--- src/rtl/wps_pkg.sv ---
package wps_pkg;

  localparam int SR_WPEN = 7;
  localparam int SR_BPH  = 3;
  localparam int SR_BPL  = 2;
  localparam int SR_WEL  = 1;
  localparam int SR_RDY  = 0;

  typedef enum logic [2:0] {
    CMD_NONE  = 3'd0,
    CMD_WREN  = 3'd1,
    CMD_WRDI  = 3'd2,
    CMD_WRSR  = 3'd3,
    CMD_MEMWR = 3'd4
  } wps_cmd_e;

  // Top two address bits decide the lock for every block-protect code.
  function automatic logic blk_locked(input logic [1:0] bp, input logic [1:0] top);
    logic r;
    case (bp)
      2'b00:   r = 1'b0;
      2'b01:   r = (top == 2'b11);
      2'b10:   r = top[1];
      default: r = 1'b1;
    endcase
    return r;
  endfunction

  function automatic logic sr_locked(input logic wpen, input logic wp_n);
    return wpen & ~wp_n;
  endfunction

  function automatic logic [7:0] sr_pack(input logic wpen, input logic [1:0] bp,
                                         input logic wel, input logic rdy);
    logic [7:0] s;
    s = '0;
    s[SR_WPEN] = wpen;
    s[SR_BPH]  = bp[1];
    s[SR_BPL]  = bp[0];
    s[SR_WEL]  = wel;
    s[SR_RDY]  = rdy;
    return s;
  endfunction

endpackage

--- src/rtl/wps_cmd_capture.sv ---
module wps_cmd_capture
  import wps_pkg::*;
#(
  parameter int AW = 12
) (
  input  logic          clk,
  input  logic          rst_n,
  input  logic          soft_rst,
  input  logic          cs_n,
  input  logic          busy,
  input  logic          ev_wren,
  input  logic          ev_wrdi,
  input  logic          ev_wrsr,
  input  logic [7:0]    sr_data,
  input  logic          ev_mem,
  input  logic [AW-1:0] mem_addr,
  input  logic          wp_n,
  input  logic          wpen,
  output wps_cmd_e      cmd_q,
  output logic [7:0]    sr_data_q,
  output logic [1:0]    addr_top_q,
  output logic          sr_cancel_q,
  output logic          cs_rise
);

  logic     cs_n_q;
  logic     take;
  wps_cmd_e cmd_nx;

  always_ff @(posedge clk or negedge rst_n) begin
    if (!rst_n) cs_n_q <= 1'b1;
    else        cs_n_q <= cs_n;
  end

  assign cs_rise = !cs_n_q && cs_n;
  assign take    = !cs_n && !busy && !soft_rst && (cmd_q == CMD_NONE);

  always_comb begin
    if (ev_wren)      cmd_nx = CMD_WREN;
    else if (ev_wrdi) cmd_nx = CMD_WRDI;
    else if (ev_wrsr) cmd_nx = CMD_WRSR;
    else if (ev_mem)  cmd_nx = CMD_MEMWR;
    else              cmd_nx = CMD_NONE;
  end

  always_ff @(posedge clk or negedge rst_n) begin
    if (!rst_n) begin
      cmd_q       <= CMD_NONE;
      sr_data_q   <= '0;
      addr_top_q  <= '0;
      sr_cancel_q <= 1'b0;
    end else if (soft_rst || cs_n) begin
      cmd_q       <= CMD_NONE;
      sr_cancel_q <= 1'b0;
    end else if (take && (cmd_nx != CMD_NONE)) begin
      cmd_q       <= cmd_nx;
      sr_data_q   <= sr_data;
      addr_top_q  <= mem_addr[AW-1 -: 2];
      sr_cancel_q <= 1'b0;
    end else if ((cmd_q == CMD_WRSR) && sr_locked(wpen, wp_n)) begin
      sr_cancel_q <= 1'b1;
    end
  end

endmodule

--- src/rtl/wps_status_regs.sv ---
module wps_status_regs (
  input  logic       clk,
  input  logic       rst_n,
  input  logic       soft_rst,
  input  logic       busy,
  input  logic       set_wel,
  input  logic       clr_wel,
  input  logic       sr_load,
  input  logic [7:0] sr_data,
  output logic       wpen,
  output logic [1:0] bp,
  output logic       wel,
  output logic       cycle_done
);
  import wps_pkg::*;

  logic busy_q;

  always_ff @(posedge clk or negedge rst_n) begin
    if (!rst_n) busy_q <= 1'b0;
    else        busy_q <= busy;
  end

  assign cycle_done = busy_q && !busy;

  // Protect bits: only power-on reset clears them.
  always_ff @(posedge clk or negedge rst_n) begin
    if (!rst_n) begin
      wpen <= 1'b0;
      bp   <= 2'b00;
    end else if (sr_load) begin
      wpen <= sr_data[SR_WPEN];
      bp   <= {sr_data[SR_BPH], sr_data[SR_BPL]};
    end
  end

  always_ff @(posedge clk or negedge rst_n) begin
    if (!rst_n)                       wel <= 1'b0;
    else if (soft_rst || cycle_done) wel <= 1'b0;
    else if (set_wel)                wel <= 1'b1;
    else if (clr_wel)                wel <= 1'b0;
  end

endmodule

--- src/rtl/wps_grant_logic.sv ---
module wps_grant_logic
  import wps_pkg::*;
(
  input  logic       clk,
  input  logic       rst_n,
  input  logic       soft_rst,
  input  wps_cmd_e   cmd,
  input  logic       cs_rise,
  input  logic       busy,
  input  logic       wel,
  input  logic       wpen,
  input  logic [1:0] bp,
  input  logic       wp_n,
  input  logic       sr_cancel,
  input  logic [1:0] addr_top,
  output logic       set_wel,
  output logic       clr_wel,
  output logic       sr_load,
  output logic       grant_mem_q,
  output logic       grant_sr_q
);

  logic fire;
  logic mem_ok;

  assign fire    = cs_rise && !busy && !soft_rst;
  assign set_wel = fire && (cmd == CMD_WREN);
  assign clr_wel = fire && (cmd == CMD_WRDI);
  assign mem_ok  = fire && (cmd == CMD_MEMWR) && wel && !blk_locked(bp, addr_top);
  assign sr_load = fire && (cmd == CMD_WRSR) && wel && !sr_cancel && !sr_locked(wpen, wp_n);

  always_ff @(posedge clk or negedge rst_n) begin
    if (!rst_n) begin
      grant_mem_q <= 1'b0;
      grant_sr_q  <= 1'b0;
    end else begin
      grant_mem_q <= mem_ok;
      grant_sr_q  <= sr_load;
    end
  end

endmodule

--- src/rtl/wp_status_guard.sv ---
module wp_status_guard
  import wps_pkg::*;
#(
  parameter int AW = 12
) (
  input  logic          clk,
  input  logic          rst_n,
  input  logic          soft_rst_i,
  input  logic          cs_n_i,
  input  logic          wp_n_i,
  input  logic          busy_i,
  input  logic          wren_i,
  input  logic          wrdi_i,
  input  logic          wrsr_i,
  input  logic [7:0]    wrsr_data_i,
  input  logic          mem_wr_i,
  input  logic [AW-1:0] mem_addr_i,
  output logic [7:0]    status_o,
  output logic          grant_mem_o,
  output logic          grant_sr_o
);

  wps_cmd_e   cmd_q;
  logic [7:0] sr_data_q;
  logic [1:0] addr_top_q;
  logic       sr_cancel_q;
  logic       cs_rise;
  logic       set_wel, clr_wel, sr_load;
  logic       wpen, wel, cycle_done;
  logic [1:0] bp;

  wps_cmd_capture #(.AW(AW)) u_cap (
    .clk(clk), .rst_n(rst_n), .soft_rst(soft_rst_i), .cs_n(cs_n_i), .busy(busy_i),
    .ev_wren(wren_i), .ev_wrdi(wrdi_i), .ev_wrsr(wrsr_i), .sr_data(wrsr_data_i),
    .ev_mem(mem_wr_i), .mem_addr(mem_addr_i), .wp_n(wp_n_i), .wpen(wpen),
    .cmd_q(cmd_q), .sr_data_q(sr_data_q), .addr_top_q(addr_top_q),
    .sr_cancel_q(sr_cancel_q), .cs_rise(cs_rise)
  );

  wps_grant_logic u_grant (
    .clk(clk), .rst_n(rst_n), .soft_rst(soft_rst_i), .cmd(cmd_q), .cs_rise(cs_rise),
    .busy(busy_i), .wel(wel), .wpen(wpen), .bp(bp), .wp_n(wp_n_i),
    .sr_cancel(sr_cancel_q), .addr_top(addr_top_q),
    .set_wel(set_wel), .clr_wel(clr_wel), .sr_load(sr_load),
    .grant_mem_q(grant_mem_o), .grant_sr_q(grant_sr_o)
  );

  wps_status_regs u_regs (
    .clk(clk), .rst_n(rst_n), .soft_rst(soft_rst_i), .busy(busy_i),
    .set_wel(set_wel), .clr_wel(clr_wel), .sr_load(sr_load), .sr_data(sr_data_q),
    .wpen(wpen), .bp(bp), .wel(wel), .cycle_done(cycle_done)
  );

  assign status_o = sr_pack(wpen, bp, wel, busy_i);

endmodule

--- config.mk ---
export PLATFORM = sky130hd
export DESIGN_NAME = wp_status_guard
export DESIGN_NICKNAME = d
export VERILOG_FILES = /design/src/rtl/wps_pkg.sv /design/src/rtl/wps_cmd_capture.sv /design/src/rtl/wps_status_regs.sv /design/src/rtl/wps_grant_logic.sv /design/src/rtl/wp_status_guard.sv
export SDC_FILE = /design/constraint.sdc
export NUM_CORES = 1
export LEC_CHECK = 0
export BUFFER_PORTS_ARGS = -buffer_cell sky130_fd_sc_hd__buf_2
export CORE_MARGIN = 3
export CORE_UTILIZATION = 45
export CTS_BUF_LIST = sky130_fd_sc_hd__clkbuf_4 sky130_fd_sc_hd__clkbuf_8
export CTS_CLUSTER_SIZE = 16
export DETAILED_ROUTE_END_ITERATION = 6
export PLACE_DENSITY = 0.8
export REMOVE_ABC_BUFFERS = 1
export SLEW_MARGIN = 20
export SYNTH_ARGS = -nofsm -noshare
export SYNTH_HDL_FRONTEND = slang
export SYNTH_SLANG_ARGS = --single-unit
--- constraint.sdc ---
create_clock -name clk -period 4.37 [get_ports clk]
set_input_delay 0.2185 -clock clk [delete_from_list [all_inputs] [get_ports clk]]
set_output_delay 0.2185 -clock clk [all_outputs]
set_load 0.05 [all_outputs]
---- Word-level counts from Yosys, hierarchy flattened ----
Cells that the tools add are included.
cells by class
  reduce and logical (&&, ||, !) cells .... 34
  muxes and demuxes ....................... 13
  eq/ne operators ......................... 7
  bitwise operators ....................... 3
operators by type and width
  cell                                                  number
  logical AND 1 bit                                     18
  two-way mux 3 bit                                     6
  nonzero test 3 bit                                    3
  logical NOT 1 bit                                     7
  equality test 3 x 2 -> 1 bit (second input constant)  2
  two-way mux 1 bit                                     6
  equality test 2 bit (second input constant)           2
  equality test 3 x 1 -> 1 bit (second input constant)  1
  equality test 3 bit (second input constant)           1
  logical NOT 3 bit                                     1
  case mux 1 bit (3 select lines)                       1
  equality test 2 x 1 -> 1 bit (second input constant)  1
  logical NOT 2 bit                                     1
  logical OR 1 bit                                      2
  inverter 1 bit                                        2
  AND reduction 2 bit                                   1
  nonzero test 2 bit                                    1
  AND 1 bit                                             1
word-level totals
  output and inout port bits .............. 10
  logic and storage cells ................. 68
  flip-flop bits (word level) ............. 22

---- Longest topological paths before layout ----
  word-level depth ........................ 8
  mapped depth ............................ 4

---- Hierarchy ----
Synthesis repeated with hierarchy kept, for this count alone.
unflattened totals
  cell total of the unflattened synthesis .. 80
  area, all modules ....................... 1,027.2 µm²
by module, submodules not included
  module           seq. area each (µm²)  times used  area each (µm²)  cells an instance
  wps_cmd_capture  376.6                 1           649.4            46
  wps_status_regs  125.1                 1           187.7            12
  wps_grant_logic  50.0                  1           141.4            15
  wp_status_guard  0.0                   1           48.8             7

---- Worst setup path before layout ----
Ideal clock, no wire load.
  path type ............................... register to register
  start point ............................. register u_cap.cs_n_q
  end point ............................... register u_regs.bp[0]
  arrival ................................. 1.498 ns
  data required time ...................... 4.245 ns
  library setup time ...................... 0.125 ns
  clock period less this slack ............ 1.623 ns
  stages on the path, launching flop included .. 5
  setup slack ............................. 2.747 ns
  buffers on the path ..................... 0
  cells stage by stage .................... dfstp_2 > nor3b_2 > nand3_1 > or4_4 > mux2_4
between the ends
  word-level cells in the longest chain between the ends .. 8
RTL lines
  item                            line                   RTL
  start: declaration              wps_cmd_capture.sv:26  logic cs_n_q;
  start signal: assignment        wps_cmd_capture.sv:32  else cs_n_q <= cs_n;
  logical NOT 1 bit               wps_cmd_capture.sv:35  assign cs_rise = !cs_n_q && cs_n;
  logical AND 1 bit               wps_cmd_capture.sv:35
  logical AND 1 bit (2 in a row)  wps_grant_logic.sv:26  assign fire = cs_rise && !busy && !soft_rst;
  logical AND 1 bit (4 in a row)  wps_grant_logic.sv:30  assign sr_load = fire && (cmd == CMD_WRSR) && wel && !sr_cancel && !sr_locked(wpen, wp_n);
  end signal: assignment          wps_status_regs.sv:33  bp <= {sr_data[SR_BPH], sr_data[SR_BPL]};
  end: declaration                wps_status_regs.sv:11  output logic [1:0] bp,
No other way between the ends.
A chain may end at the register's enable or synchronous reset.

---- Worst setup path in the final report ----
  start point ............................. register u_cap.cs_n_q
  end point ............................... register u_regs.wpen
between the ends
  word-level cells in the longest chain between the ends .. 8
RTL lines
  item                            line                   RTL
  logical NOT 1 bit               wps_cmd_capture.sv:35
  logical AND 1 bit               wps_cmd_capture.sv:35
  logical AND 1 bit (2 in a row)  wps_grant_logic.sv:26
  logical AND 1 bit (4 in a row)  wps_grant_logic.sv:30
  end signal: assignment          wps_status_regs.sv:32  wpen <= sr_data[SR_WPEN];
  end: declaration                wps_status_regs.sv:10  output logic wpen,
No other way between the ends.

==> flow_summary_export.csv <==
group,metric,value,unit
clock_tree,cts_setup_buffers,0,
floorplan,pin_count,40,
timing,setup_viol,0,
min_path,min_to,"u_cap.cs_n_q",
power_and_ir_drop,seq_power_share,58.3,%
timing,fin_tns_setup,0,ns
global_route,antenna_found_initial,0,
clock_tree,cts.sink_count,17,
detailed_routing,wl_per_cell,13.0,um
worst_setup_path,worstSetupStartpointType,"flop",
global_route,grt_pass1_vias,517,
detailed_routing,drt_first_pass_iters,3,
floorplan,core_region_area,0.00156,sq mm
placed_design,port_buffers,21,
logic_synthesis,ys_seq_elements,17,
timing,fin_hold_ws,0.0378,ns
timing,rsz0062_at_grt,"no",
timing,worst_clock_skew,0.00166,ns
min_path,hold_path_depth,1,
power_and_ir_drop,power.share.switching,24.7,%
final_layout,diodes,0,
power_and_ir_drop,p_switching,75.3,uW
clock_tree,cts_htree_levels,1,
min_path,hold_class,"in -> reg",
logic_synthesis,ys_top_cells_by_area,"dfrtp_1, mux2_2, buf_4, mux2_4, dfstp_2",
logic_synthesis,yosys_warnings,0,
worst_setup_path,regToRegSetupSlack,2.66,ns
worst_setup_path,r2r_start,"u_cap.cs_n_q",
timing,hold_viol,0,
timing,fmax,585,MHz
power_and_ir_drop,ir_worst_vdd,0.158,mV
worst_setup_path,r2r-end,"u_regs.wpen",
global_route,track_usage,13.6,%
floorplan,fp-row-count,14,
detailed_routing,via_per_inst,5.20,
global_route,grt_max_degree,18,
logic_synthesis,ys_seq_area_share,55.2,%
logic_synthesis,synth_cell_type_count,23,
worst_setup_path,rr_worst_depth,4,
clock_tree,clock_latency,0.29,ns
clock_tree,cts_tree,"yes",
detailed_routing,final_antenna_net_count,0,
worst_setup_path,required,4.55,ns
run,cap_viol_max_count,0,
placed_design,place.gp.congestion,0.771,
final_layout,fillers,124,
detailed_routing,num_vias,541,
final_layout,fin_nets,119,
clock_tree,clock_path_buffers,2,
floorplan,die_w,47.5,um
detailed_routing,first_iter_violations,3,
logic_synthesis,synth_top_area_cell,"dfrtp_1",
min_path,min_from,"cs_n_i",
power_and_ir_drop,totalPowerFinal,305,uW
clock_tree,cts_root_buffer,"clkbuf_4",
floorplan,die-height,47.5,um
logic_synthesis,netlist.area_leader.share,51.8,%
global_route,grt_pass1_wl,2070,um
worst_setup_path,worstPathArrival,1.89,ns
timing,drv_slew,0,
detailed_routing,totalWireLength,1350,um
run_status,status,"complete, no violations",
logic_synthesis,synth_area_per_cell,11.7,sq um
power_and_ir_drop,p_leak,0.000484,uW
final_layout,area_growth,16.5,%
final_layout,drive_gt1_share,40.9,%
clock_tree,numCtsBuffers,3,
floorplan,initial_core_util,49.6,%
worst_setup_path,cp_max_fo,4,
power_and_ir_drop,combPwrFrac,12.7,%
floorplan,dieArea,0.00225,sq mm
logic_synthesis,netlist_area,773,sq um
detailed_routing,drc_errors,0,
clock_tree,clkTransAtPathRegs,0.09,ns
power_and_ir_drop,internal-power,230,uW
logic_synthesis,syn_inst,66,
power_and_ir_drop,powerDensity,339,mW/mm^2
worst_setup_path,crit_type,"reg -> reg",
global_route,grt_overflow,0,
timing,min_period_over_period,39.1,%
power_and_ir_drop,pwr-share-clk,28.9,%
timing,fin_crit,1.71,ns
worst_setup_path,worstSetupEndpointType,"flop",
-- layout make-up --
cell class              count  area, sq um  share of cell area (%)
repair buffers             22          115                    12.8
clock buffers               4         30.0                    3.33
multi-input cells          41          294                    32.6
well taps                  16         20.0                    2.22
inverters                   4         15.0                    1.67
flip-flops and latches     17          427                    47.4
-- registers in the layout, summed over array words and instances, names as in the netlist --
| register | cells |
|---|---|
| u_cap.sr_cancel_q | 1 |
| u_cap.addr_top_q | 2 |
| u_grant.grant_mem_q | 1 |
| u_regs.wpen | 1 |
| u_cap.sr_data_q | 3 |
| u_regs.bp | 2 |
| u_regs.busy_q | 1 |
| u_regs.wel | 1 |
| u_grant.grant_sr_q | 1 |
| u_cap.cs_n_q | 1 |
| u_cap.cmd_q | 3 |
-- cell usage in the layout, fill, tap and decap left out, types with 3 or more instances in the layout --
cell type / count
mux2_4: 3
clkbuf_4: 4
mux2_2: 5
dfrtp_1: 16
nand2_1: 4
nand3_1: 5
inv_1: 4
conb_1: 3
buf_2: 21
nor2_1: 6
-- how the worst max path moves through the flow --
stage                         endpoint    startpoint  depth (start not counted)  slack [ns]
final                      u_regs.wpen  u_cap.cs_n_q                          4        2.66
after detailed placement   u_regs.wpen    soft_rst_i                          5        2.64
after global placement    u_regs.bp[0]    soft_rst_i                          5        2.66
after global routing       u_regs.wpen  u_cap.cs_n_q                          4        2.59
after CTS                  u_regs.wpen  u_cap.cs_n_q                          4        2.64
after floorplan           u_regs.bp[0]    u_regs.wel                          3        2.58
-- repair_timing --
action,4_1_cts,5_1_grt
setup endpoints to repair,0,0
endpoints found under the hold margin,16,0
resized for setup,0,0
hold buffers,1,0
-- critical path, cell delays in order, from the launching register on --
cell and delay, ns:
dfstp_2 0.38, nor3b_2 0.20, nand3_1 0.13, or4_4 0.58
mux2_4 0.31
-- routing by layer --
metal	track usage (%)	part of all wire, %
met1	14.5	44
met2	22.2	46
met3	3.76	5.3
met4	11.0	4.3
met5	0	0
-- Yosys cell counts --
| cell type | instances |
|---|---|
| dfrtp_1 | 16 |
| buf_4 | 6 |
| nor2_1 | 6 |
| mux2_2 | 5 |
| nand3_1 | 5 |
| inv_1 | 4 |
| nand2_1 | 4 |
| mux2_4 | 3 |
| a21o_1 | 2 |
| o21ai_0 | 2 |
| a211oi_1 | 1 |
| a21oi_1 | 1 |
| a221oi_1 | 1 |
| a32o_1 | 1 |
| a41o_1 | 1 |
| and3_1 | 1 |
| and3b_1 | 1 |
| conb_1 | 1 |
| dfstp_2 | 1 |
| nor2b_1 | 1 |
| nor3b_2 | 1 |
| o31ai_1 | 1 |
| or4_4 | 1 |
-- through the flow --
stage          utilization (%)  instance area [sq um]  std cells  setup slack [ns]
4_1_cts                   57.8                    901        104              2.64
2_1_floorplan                -                    736         62              2.58
3_3_place_gp              55.2                    861         99              2.66
5_1_grt                   57.8                    901        104              2.59
3_5_place_dp              55.2                    861         99              2.64
6_report                  57.8                    901        104              2.66
-- power groups by stage --
stage          registers (uW)  logic [uW]  clock network, uW
6_report                  178        38.9               88.3
5_1_grt                   180        42.6               97.4
4_1_cts                   178        39.5               88.8
3_5_place_dp              181        38.7                  0
3_3_place_gp              180        36.9                  0
2_1_floorplan             179        23.2                  0
-- cells by family (layout without fill, tap and decap cells) --
group / Yosys count / in the layout / share of synthesized area [%]
AND/OR/NAND/NOR: 20 / 20 / 13.9
flip-flops: 17 / 17 / 55.2
AO/OA/AOI/OAI: 10 / 10 / 9.55
buffers and inverters: 10 / 30 / 7.77
multiplexers: 8 / 8 / 13.1
other: 1 / 3 / 0.485
No activity file was read; power rests on OpenSTA's default activity.
